### src/rtl/rstk_pkg.sv
package rstk_pkg;

  localparam int unsigned RSTK_DEPTH = 8;
  localparam int unsigned RSTK_AW    = 13;

  typedef enum logic [1:0] {
    STK_IDLE = 2'd0,
    STK_PUSH = 2'd1,
    STK_POP  = 2'd2
  } stk_op_e;

  // Push wins when both strobes show up together.
  function automatic stk_op_e stk_decode(input logic psh, input logic pp);
    if (psh)     return STK_PUSH;
    else if (pp) return STK_POP;
    else         return STK_IDLE;
  endfunction

endpackage

### src/rtl/rstk_ptr.sv
module rstk_ptr
  import rstk_pkg::*;
#(
  parameter int unsigned DEPTH = RSTK_DEPTH,
  localparam int unsigned PW   = (DEPTH > 1) ? $clog2(DEPTH) : 1
) (
  input  logic          clk,
  input  logic          rst_n,
  input  stk_op_e       op,
  output logic [PW-1:0] wr_idx,
  output logic [PW-1:0] rd_idx
);

  localparam logic [PW-1:0] LAST = PW'(DEPTH - 1);

  logic [PW-1:0] ptr_q;
  logic [PW-1:0] ptr_inc;
  logic [PW-1:0] ptr_dec;

  always_comb begin
    ptr_inc = (ptr_q == LAST) ? '0 : ptr_q + PW'(1);
    ptr_dec = (ptr_q == '0) ? LAST : ptr_q - PW'(1);
  end

  always_ff @(posedge clk or negedge rst_n) begin
    if (!rst_n) begin
      ptr_q <= '0;
    end else begin
      unique case (op)
        STK_PUSH: ptr_q <= ptr_inc;
        STK_POP:  ptr_q <= ptr_dec;
        default:  ptr_q <= ptr_q;
      endcase
    end
  end

  assign wr_idx = ptr_q;
  assign rd_idx = ptr_dec;


  wrap_fwd_chk: assert property (@(posedge clk) disable iff (!rst_n)
    (op == STK_PUSH && ptr_q == LAST) |=> ptr_q == '0);


  wrap_back_chk: assert property (@(posedge clk) disable iff (!rst_n)
    (op == STK_POP && ptr_q == '0) |=> ptr_q == LAST);


  idle_hold_chk: assert property (@(posedge clk) disable iff (!rst_n)
    (op == STK_IDLE) |=> $stable(ptr_q));

endmodule

### src/rtl/rstk_mem.sv
module rstk_mem
  import rstk_pkg::*;
#(
  parameter int unsigned DEPTH = RSTK_DEPTH,
  parameter int unsigned AW    = RSTK_AW,
  localparam int unsigned PW   = (DEPTH > 1) ? $clog2(DEPTH) : 1
) (
  input  logic          clk,
  input  logic          rst_n,
  input  logic          wr_en,
  input  logic [PW-1:0] wr_idx,
  input  logic [AW-1:0] wr_data,
  input  logic [PW-1:0] rd_idx,
  output logic [AW-1:0] rd_data
);

  logic [AW-1:0] slot [DEPTH];

  // Entries carry no reset: only the pointer is cleared.
  for (genvar g = 0; g < DEPTH; g++) begin : g_slot
    logic hit;
    assign hit = wr_en && (wr_idx == PW'(g));
    always_ff @(posedge clk) begin
      if (hit) slot[g] <= wr_data;
    end
  end

  assign rd_data = slot[rd_idx];


  slot_write_chk: assert property (@(posedge clk) disable iff (!rst_n)
    wr_en |=> slot[$past(wr_idx)] == $past(wr_data));

endmodule

### src/rtl/ret_stack_ring.sv
module ret_stack_ring
  import rstk_pkg::*;
#(
  parameter int unsigned DEPTH = RSTK_DEPTH,
  parameter int unsigned AW    = RSTK_AW
) (
  input  logic          clk,
  input  logic          rst_n,
  input  logic          push_req,
  input  logic [AW-1:0] push_addr,
  input  logic          pop_req,
  output logic [AW-1:0] ret_addr,
  output logic          ret_valid
);

  localparam int unsigned PW = (DEPTH > 1) ? $clog2(DEPTH) : 1;

  stk_op_e       op;
  logic [PW-1:0] wr_idx;
  logic [PW-1:0] rd_idx;
  logic [AW-1:0] rd_data;

  assign op = stk_decode(push_req, pop_req);

  rstk_ptr #(.DEPTH(DEPTH)) u_ptr (
    .clk    (clk),
    .rst_n  (rst_n),
    .op     (op),
    .wr_idx (wr_idx),
    .rd_idx (rd_idx)
  );

  rstk_mem #(.DEPTH(DEPTH), .AW(AW)) u_mem (
    .clk     (clk),
    .rst_n   (rst_n),
    .wr_en   (op == STK_PUSH),
    .wr_idx  (wr_idx),
    .wr_data (push_addr),
    .rd_idx  (rd_idx),
    .rd_data (rd_data)
  );

  always_ff @(posedge clk or negedge rst_n) begin
    if (!rst_n) begin
      ret_addr  <= '0;
      ret_valid <= 1'b0;
    end else begin
      ret_valid <= (op == STK_POP);
      if (op == STK_POP) ret_addr <= rd_data;
    end
  end


  pop_flag_chk: assert property (@(posedge clk) disable iff (!rst_n)
    (pop_req && !push_req) |=> ret_valid);


  hold_addr_chk: assert property (@(posedge clk) disable iff (!rst_n)
    !ret_valid |-> $stable(ret_addr));


  push_wins_chk: assert property (@(posedge clk) disable iff (!rst_n)
    push_req |=> !ret_valid);


  reset_out_chk: assert property (@(posedge clk)
    !rst_n |-> (!ret_valid && ret_addr == '0));

endmodule

### config.mk
export PLATFORM = sky130hd
export DESIGN_NAME = ret_stack_ring
export DESIGN_NICKNAME = d
export VERILOG_FILES = /design/src/rtl/rstk_pkg.sv /design/src/rtl/rstk_ptr.sv /design/src/rtl/rstk_mem.sv /design/src/rtl/ret_stack_ring.sv
export SDC_FILE = /design/constraint.sdc
export NUM_CORES = 1
export LEC_CHECK = 0
export BUFFER_PORTS_ARGS = -buffer_cell sky130_fd_sc_hd__buf_2
export CAP_MARGIN = 20
export CORE_MARGIN = 5
export CORE_UTILIZATION = 60
export DETAILED_ROUTE_END_ITERATION = 10
export HOLD_SLACK_MARGIN = 0.1
export PLACE_DENSITY = 0.9
export SLEW_MARGIN = 25
export SYNTH_ARGS = -nofsm -noshare
export SYNTH_HDL_FRONTEND = slang
export SYNTH_SLANG_ARGS = --single-unit
### constraint.sdc
create_clock -name clk -period 2.73 [get_ports clk]
set_input_delay 0.546 -clock clk [delete_from_list [all_inputs] [get_ports clk]]
set_output_delay 0.546 -clock clk [all_outputs]
set_load 0.03 [all_outputs]
==> results of run 1 <==
state kept, by name, summed over array words and instances, names as in the netlist:
signal        cells
ret_addr         13
ret_valid         1
u_mem.slot      104
u_ptr.wr_idx      3
cells in the final DEF, fill, tap and decap left out, drive strengths merged, types with 2 or more instances in the layout:
cell,Yosys,layout
edfxtp,104,104
buf,8,41
nand2,20,20
clkbuf,6,18
dfrtp,17,17
a21oi,15,15
a221o,14,14
mux4,13,13
mux2i,11,11
a221oi,11,11
inv,4,11
ha,7,7
and2,5,5
clkinv,1,4
and3,3,3
nor2,3,3
bufinv,0,3
nand3,3,3
nand2b,2,2
o21ai,2,2
a21boi,2,2
nor2b,2,2
cells by family (layout without fill, tap and decap cells):
group	count (synthesis)	count (layout)	synth area share, %
flops	121	121	74.0
buf+inv	19	79	3.05
fa+ha+maj	7	7	1.83
simple gates	40	40	4.20
compound gates	46	46	8.40
mux	24	24	8.56
synth_stat cells:
cell,n
inv_1,3
mux4_1,2
buf_2,2
and2b_2,1
nand2b_1,2
a21oi_4,1
nand3_1,2
buf_12,1
inv_2,1
nand3_2,1
mux4_2,11
nor2b_1,2
or3_2,1
dfrtp_1,17
ha_1,7
a221oi_2,6
a221oi_1,5
a221o_1,14
a21oi_1,14
o311ai_0,1
nor2_1,3
buf_8,2
clkbuf_1,3
a21boi_0,2
and2_1,5
mux2i_1,11
clkinv_1,1
clkbuf_4,3
buf_6,3
nand2_1,20
o21ai_0,2
and3_2,3
edfxtp_1,104
a21o_2,1
repair_timing:
action                    CTS  global route
hold endpoints to repair   17             0
buffers inserted            0             0
hold buffers                1             0
resized for setup           0             0
power groups by stage:
stage / clock network, mW / registers [mW] / logic, mW
after floorplan: 0 / 2.63 / 1.15
after global placement: 0 / 2.47 / 1.66
after detailed placement: 0 / 2.48 / 1.73
after CTS: 2.30 / 2.45 / 1.77
after global routing: 2.40 / 2.48 / 1.89
final: 2.28 / 2.46 / 1.77
metrics by stage:
stage	cells	worst slack (ps)
floorplan	257	629
global placement	386	377
detailed placement	386	279
CTS	419	245
global route	419	101
finish	419	254
layer usage:
metal	GRT usage [%]	up-vias	wire length, um
met5	0	-	0
met4	9.45	0	246
met3	6.38	20	850
met2	35.5	154	5130
met1	26.6	1337	3800
li1	-	1130	-
worst max-delay path, stage by stage, from the launching register on:
cell     delay, ps
dfrtp_1        410
inv_1          150
ha_1           300
a21oi_4        370
buf_4          280
mux4_2         520
a221o_1        330
path summary, 6_finish.rpt:
path / from / to / slack, ps / depth (start not counted)
max: u_ptr.wr_idx[0]$_DFFE_PN0P_ / ret_addr[0]$_DFFE_PN0P_ / 250 / 6
min reg2reg: ret_addr[8]$_DFFE_PN0P_ / ret_addr[8]$_DFFE_PN0P_ / 510 / 1
min: push_addr[10] / u_mem.slot[5][10]$_DFFE_PP_ / 300 / 1
max in group asynchronous: rst_n / ret_addr[12]$_DFFE_PN0P_ / 1890 / 2
max reg2reg: u_ptr.wr_idx[0]$_DFFE_PN0P_ / ret_addr[0]$_DFFE_PN0P_ / 250 / 6
min in group asynchronous: rst_n / ret_addr[10]$_DFFE_PN0P_ / 520 / 2
layout make-up:
type | instances | area [um2]
sequential | 121 | 3550
fill | 457 | 2100
multi-input combinational | 117 | 1100
clock buffer | 18 | 428
timing repair buffer | 42 | 255
clock inverter | 14 | 184
tap | 102 | 128
inverter | 5 | 18.8
==> metrics, run 1 <==
total net switching power 2.07 mW; vias in the first global route 2731; sequential cell area fraction in the yosys report 74.0%; Wirelength per Cell 23.9 um; largest cells by area after synthesis edfxtp_1 65%, dfrtp_1 8.9%, mux4_2 5.2%; Startpoint Class flop; Leak Pwr approximately 2.1 nW; placement row count 32; GRT Resource Usage Total between 20% and 30%; share of the clock period used by the worst path 90.7%; CTS Buf Count 17; global-route wire length before repair 15.1 mm; DRC 0; DR iter-0 viols 269; maxcap violations 0; clock group share of total power a little over a third; WP data arrival approximately 2900 ps; die area 0.00988 mm2; Crit. End Element flop; Max Buffers Root-to-Sink 2; Syn Inst Count 257; overall power 6.51 mW; GP Congestion 0.752; Period minus WS final between 2000 and 2500 ps; Fin Hold WS 298 ps; final net count between 300 and 400; RSZ-0062 raised after global routing no; largest net degree at the start of global routing 25; worst min path class in2reg; Setup TNS Final 0 ps; Core Util, Final between 70% and 80%; Die Y ~100 um; DIE WIDTH 99.4 um; Clock Skews 7.58 ps; post-route cell area between 0.005 and 0.006 mm2; Post-Route WL 10.0 mm; area leader, netlist edfxtp_1; switch share 31.9%; Int Pwr 4.43 mW; CTS root buf clkbuf_8; CTS tree yes; Cell Area, Placed around 0.0050 mm2; synthesized net count around 280; Final ANT Viol Nets 0; status finished, final reports clean; ant diodes 0; Flop pwr share 37.7%; VDD IR max just over 800 uV; yosys warns 0; worst skew pair latency 510 ps; Slew HR 40.2%; slew at the pin closest to its max-slew limit 897 ps; post-synth top area share approximately 65%; grt ovf 0; H-tree Lvls 4; synth unique cells 34; Pins Over Slew Limit 0; Synth Area per Inst 18.7 um2; DPL Wire Length 5.60 mm; # setup viols final 0; Yosys reg bits 121; fmax between 400 and 500 MHz; Synth Cell Area 0.00480 mm2; Pre-antenna DRT Iters 5; combinational power share between 20% and 30%; crit-path max FO 10; fraction of layout instances using a drive strength above 1 31.2%; IO Pins 31; synthesis-to-layout area growth 18.1%; routed vias 2641; Clock Pin Slew Worst Setup and Hold Paths around 60 ps; final hold vios 0; Req. time, crit path 3110 ps; initial core utilization 61.8%; Setup Crit Path Kind reg2reg; PortBufs 30; Core Area between 0.007 and 0.008 mm2; initial antenna violation count 0; routed vias/inst 6.30; Power Dens Cells 1150 mW/mm2; clk sinks 121
(Power assumes the default switching activity.)
==> inputs of run 2 (changes only) <==
--- a/config.mk
+++ b/config.mk
@@ -7,6 +7,7 @@
 export LEC_CHECK = 0
 export BUFFER_PORTS_ARGS = -buffer_cell sky130_fd_sc_hd__buf_2
 export CAP_MARGIN = 20
+export CORE_ASPECT_RATIO = 1.1
 export CORE_MARGIN = 5
 export CORE_UTILIZATION = 60
 export DETAILED_ROUTE_END_ITERATION = 10
@@ -15,4 +16,5 @@
 export SLEW_MARGIN = 25
 export SYNTH_ARGS = -nofsm -noshare
 export SYNTH_HDL_FRONTEND = slang
+export SYNTH_HIERARCHICAL = 1
 export SYNTH_SLANG_ARGS = --single-unit
==> run 2 against run 1 <==
Effect of this change:
- design area increased by 3.0%
- core utilization increased by 0.78 points
- critical path depth increased by 2
- total power increased by 7.6%
- non-clock buffer count increased by 5
- sequential power about the same
- sequential share of layout area decreased by 1.8 points
- die area increased by 1.1%
- global-route usage decreased by 0.87 points
- combinational power increased by 26%
- cell count decreased by 5.3%
==> metrics, run 2 <==
DRC 0; status finished, final reports clean; Syn Inst Count 219; Core Util, Final 73.7%; Power Dens Cells between 1000 and 1500 mW/mm2; synth unique cells 25; Top cell by count, worst path ha_1; share of the clock period used by the worst path 91.2%; H-tree Lvls 4; Largest stage delay, worst path 570 ps; grt ovf 0; RSZ-0062 raised after global routing no; top post-synthesis cells by count 104 x edfxtp_1, 24 x mux4_1, 17 x dfrtp_1, 17 x mux2_2, 9 x mux2_4; CTS root buf clkbuf_8; crit-path max FO 26; routed vias/inst 5.75; slew at the pin closest to its max-slew limit approximately 700 ps; GP Congestion 0.847; Clock Pin Slew Worst Setup and Hold Paths ~60 ps; Leak Pwr 2.21 nW; CP Buf/Inv Count 2; fraction of layout instances using a drive strength above 1 38.1%; Hold Path Origin push_addr[6]; die area 0.00999 mm2; initial core utilization 61.3%; area leader, netlist edfxtp_1; placement row count 34; Setup Crit Path Kind reg2reg; Synth Cell Area 0.00485 mm2; DR iter-0 viols 174; Startpoint Class flop; CTS Buf Count 17; Pre-antenna DRT Iters 4; worst min path class in2reg; Post-synth EDFFs 104; Req. time, crit path 3120 ps; maxcap violations 0; top-count cell post-synth edfxtp_1; Setup TNS Final 0 ps; Clock Skews around 7.7 ps; vias in the first global route 2481; Max Buffers Root-to-Sink 2; critical path cell sequence inv_1 -> ha_1 -> ha_1 -> nand2b_1 -> buf_12 -> mux4_1 -> mux2_2 -> mux2_4; yosys warns 6; Crit. End Element flop; Yosys reg bits roughly 120; Post-Route WL 9.17 mm; synthesized net count 241; Final ANT Viol Nets 0; most frequent cells in the layout 104 x edfxtp_1, 30 x buf_2, 24 x mux4_1; worst r2r dst ret_addr[8]$_DFFE_PN0N_; DIE WIDTH 95.7 um; Core Area 0.00791 mm2; worst skew pair latency 510 ps; fmax 402 MHz; IO Pins 31; synthesis-to-layout area growth 20.2%; worst reg2reg path startpoint u_ptr/wr_idx[1]$_DFFE_PN0P_; CTS tree yes; R2R depth 8; global-route wire length before repair 14.2 mm; Post-CTS Resized 0; PortBufs 30; Wirelength per Cell 23.1 um; Synth async-reset ratio 14.0%; largest net degree at the start of global routing 27; VDD IR max 635 uV; Synth Area per Inst ~22 um2; # setup viols final 0; initial antenna violation count 0; delay-heaviest family, CP multiplexers; overall power 7.00 mW; WP data arrival 2880 ps; ant diodes 0; slowest CP cell mux4_1; post-synth top area share 64.4%; final hold vios 0; GRT Resource Usage Total 20.7%; Pins Over Slew Limit 0; ys flop type edfxtp_1; max FFs per register about 100; worst hold path depth 1; routed vias 2282; Most flops, register u_mem/slot; Period minus WS final ~2500 ps; largest cells by area after synthesis edfxtp_1 64%, mux4_1 13%, dfrtp_1 8.8%; clk sinks 121; Die Y 104 um; Hold EP u_mem/slot[3][6]$_DFFE_PP_; DPL Wire Length 5.32 mm; sequential cell area fraction in the yosys report 73.1%; commonest non-fill, non-tap cell in the layout edfxtp_1; r2r setup slk ~240 ps; final net count 298; Slew HR 54.3%
## run 2: changes by cell type in the layout (fill, tap and decap cells not counted), moves of 6 or more
| cell | before | now |
|---|---|---|
| mux4_1 | 2 | 24 |
| mux2_2 | 0 | 17 |
| nand2_1 | 20 | 4 |
| a221o_1 | 14 | 0 |
| a21oi_1 | 14 | 1 |
| mux2i_1 | 11 | 1 |
| mux2_4 | 0 | 9 |
| mux4_2 | 11 | 2 |
| a221oi_2 | 6 | 0 |
## run 2: how the worst max path moves through the flow
stage	start	end	slack (ps)	depth (start not counted)
after global placement	u_ptr/wr_idx[1]$_DFFE_PN0P_	ret_addr[6]$_DFFE_PN0N_	370	8
after floorplan	u_ptr/wr_idx[0]$_DFFE_PN0P_	ret_addr[4]$_DFFE_PN0N_	300	9
final	u_ptr/wr_idx[1]$_DFFE_PN0P_	ret_addr[8]$_DFFE_PN0N_	240	8
after detailed placement	u_ptr/wr_idx[1]$_DFFE_PN0P_	ret_addr[8]$_DFFE_PN0N_	320	8
after global routing	u_ptr/wr_idx[1]$_DFFE_PN0P_	ret_addr[8]$_DFFE_PN0N_	190	8
after CTS	u_ptr/wr_idx[1]$_DFFE_PN0P_	ret_addr[8]$_DFFE_PN0N_	260	8
## run 2: what timing repair did
action / 4_1_cts / 5_1_grt
hold buffers: 1 / 0
buffers inserted: 0 / 0
hold endpoints to repair: 17 / 0
## run 2: per-layer routing
layer  vias up  global-route usage, %  part of all wire, %  wire length (um)
met2        81                   32.8                   52              4760
met4         0                   7.42                  1.1               104
met5         -                      0                    0                 0
met1      1175                   26.5                   41              3770
li1       1017                      -                    -                 -
met3         9                   6.95                  5.9               545
## run 2: per-stage QoR
step | instances | hold WS, ps | setup WS (ps) | area [um2]
floorplan | 219 | 250 | 300 | 4850
global placement | 364 | 483 | 374 | 5210
detailed placement | 364 | 492 | 319 | 5210
CTS | 397 | 283 | 256 | 5830
global route | 397 | 278 | 191 | 5830
finish | 397 | 304 | 241 | 5830
## run 2: worst reg2reg max path: stages (launching register included)
cell      delay (ps)
dfrtp_1          430
inv_1             80
ha_1             150
ha_1             170
nand2b_1         160
buf_12           210
mux4_1           600
mux2_2           290
mux2_4           280
## run 2: layout make-up
type,instances,area (um2)
Sequential cell,121,3550
Fill cell,471,2080
Multi-Input combinational cell,81,1210
Clock buffer,17,414
Timing Repair Buffer,47,293
Clock inverter,15,199
Tap cell,108,135
Inverter,8,30.0
## run 2: logic make-up after synthesis
group,share of synthesized area [%]
AND/OR/NAND/NOR,1.78
buffers and inverters,2.09
multiplexers,20.9
adder cells (fa/ha/maj),1.29
XOR/XNOR,0.181
AO/OA/AOI/OAI,0.670
flip-flops,73.1
## run 2: power breakdown
part / leakage (nW) / switching, mW / internal, mW / total, mW
logic: 0.771 / 1.11 / 1.12 / 2.23
registers: 1.15 / 0.135 / 2.35 / 2.49
clock network: 0.289 / 0.799 / 1.48 / 2.28
total: 2.21 / 2.05 / 4.96 / 7.00
==> inputs of run 3 (changes only) <==
--- a/config.mk
+++ b/config.mk
@@ -13,8 +13,9 @@
 export DETAILED_ROUTE_END_ITERATION = 10
 export HOLD_SLACK_MARGIN = 0.1
 export PLACE_DENSITY = 0.9
+export RECOVER_POWER = 25
+export REMOVE_ABC_BUFFERS = 1
 export SLEW_MARGIN = 25
 export SYNTH_ARGS = -nofsm -noshare
 export SYNTH_HDL_FRONTEND = slang
-export SYNTH_HIERARCHICAL = 1
 export SYNTH_SLANG_ARGS = --single-unit
==> run 3 against run 2 <==
Effect of this change:
- combinational power fell by 22%
- clock skew up 1.9 ps
- critical path depth decreased by 2
- cell count is 7.8% higher
- first-iteration DRC count up 47%
- register-to-register slack better by 70 ps
- die area fell by 1.0%
- setup slack better by 70 ps
- sequential share of layout area grew 1.9 points
- total power is 8.4% lower
- clock power is 3% lower
- routed wire length grew 4.2%
- largest power group unchanged
==> metrics, run 3 (same netlist as run 1, synthesis figures left out) <==
Post-CTS Resized 0; r2r setup slk 310 ps; synthesis-to-layout area growth 17.9%; Most flops, register u_mem.slot; Setup Crit Path Kind reg2reg; Clock Pin Slew Worst Setup and Hold Paths 60 ps; Fin Hold WS 292 ps; final net count 331; Leak Pwr 2.05 nW; worst reg2reg path startpoint u_ptr.wr_idx[0]$_DFFE_PN0P_; ant diodes 0; crit-path max FO 16; global-route wire length before repair 14.7 mm; Core Area 0.00787 mm2; most frequent cells in the layout 104 x edfxtp_1, 21 x buf_2, 20 x nand2_1; PortBufs 30; largest net degree at the start of global routing 25; grt ovf 0; GP Congestion approximately 0.73; DRC 0; RSZ-0062 raised after global routing no; fraction of layout instances using a drive strength above 1 27.8%; status finished, final reports clean; worst r2r dst ret_addr[11]$_DFFE_PN0P_; Crit. End Element flop; DPL Wire Length 5.43 mm; clk sinks 121; overall power 6.42 mW; max FFs per register about 100; maxcap violations 0; final hold vios 0; Max Buffers Root-to-Sink 2; Die Y 104 um; initial antenna violation count 0; CTS root buf clkbuf_8; Clock Skews approximately 9.6 ps; vias in the first global route 2725; WP data arrival 2830 ps; CTS tree yes; die area 0.00989 mm2; IO Pins 31; # setup viols final 0; H-tree Lvls 4; VDD IR max 638 uV; Period minus WS final 2420 ps; Req. time, crit path 3140 ps; Wirelength per Cell around 22 um; Slew HR 46.4%; crit path capture ret_addr[11]$_DFFE_PN0P_; Startpoint Class flop; routed vias/inst 6.01; R2R depth 6; CP startpoint u_ptr.wr_idx[0]$_DFFE_PN0P_; commonest non-fill, non-tap cell in the layout edfxtp_1; DIE WIDTH between 90 and 100 um; Post-Route WL 9.56 mm; routed vias 2574; Pre-antenna DRT Iters 4; DR iter-0 viols 256; fmax 413 MHz; Pins Over Slew Limit 0; worst skew pair latency 520 ps; placement row count 34; worst min path class in2reg; Final ANT Viol Nets 0; initial core utilization 61.0%; Power Dens Cells 1130 mW/mm2; GRT Resource Usage Total between 20% and 30%; slew at the pin closest to its max-slew limit 803 ps; share of the clock period used by the worst path 88.6%; CTS Buf Count 17
[run 3: cell types whose count changed in the layout (fill, tap and decap cells not counted), sizes merged, moves of 13 or more]
cell    delta
a221o     +14
mux2      -26
mux4      -13
nand2     +16
a21oi     +14
clkbuf    +13
[run 3: final cells by class]
type,count,area [um2]
inverter,5,18.8
multi-input combinational,117,1100
timing repair buffer,45,254
tap,108,135
clock buffer,21,449
fill,476,2220
sequential,121,3550
clock inverter,11,146
[run 3: layer usage]
| layer | wire [um] | up-vias | GRT usage [%] |
|---|---|---|---|
| li1 | - | 1139 | - |
| met1 | 3720 | 1313 | 26.7 |
| met2 | 4980 | 107 | 34.7 |
| met3 | 746 | 15 | 6.02 |
| met4 | 110 | 0 | 6.19 |
| met5 | 0 | - | 0 |
[run 3: timing repair]
item                       in CTS  in global routing
setup buffers                   0                  0
hold endpoints to repair       17                  0
setup endpoints to repair       0                  0
hold buffers                    1                  0
[run 3: metrics by stage]
| step | setup TNS, ps | instance area [um2] | utilization [%] | setup slack, ps | instances |
|---|---|---|---|---|---|
| after floorplan | -118 | 4670 | - | -59.2 | 243 |
| after global placement | 0 | 5060 | 64.3 | 442 | 395 |
| after detailed placement | 0 | 5060 | 64.3 | 327 | 395 |
| after CTS | 0 | 5670 | 72.0 | 305 | 428 |
| after global routing | 0 | 5650 | 71.8 | 172 | 428 |
| final | 0 | 5650 | 71.8 | 310 | 428 |
[run 3: power by group]
group | internal (mW) | switching, mW
Clock | 1.43 | 0.773
Sequential | 2.33 | 0.128
Combinational | 0.675 | 1.08
[run 3: worst min path at each step]
stage                            startpoint                          to  slack (ps)  cells after the start
floorplan                             rst_n     ret_addr[0]$_DFFE_PN0P_         250                      0
global placement    ret_addr[3]$_DFFE_PN0P_     ret_addr[3]$_DFFE_PN0P_         490                      1
detailed placement  ret_addr[8]$_DFFE_PN0P_     ret_addr[8]$_DFFE_PN0P_         500                      1
CTS                            push_addr[1]  u_mem.slot[0][1]$_DFFE_PP_         270                      1
global route                   push_addr[6]  u_mem.slot[2][6]$_DFFE_PP_         310                      1
finish                         push_addr[4]  u_mem.slot[4][4]$_DFFE_PP_         290                      1
[run 3: worst max-delay path: stages, from the launching register on]
cell and delay (ps):
dfrtp_1 410, inv_1 140, ha_1 310, a21oi_4 250
buf_4 320, mux4_2 550, a221o_1 320
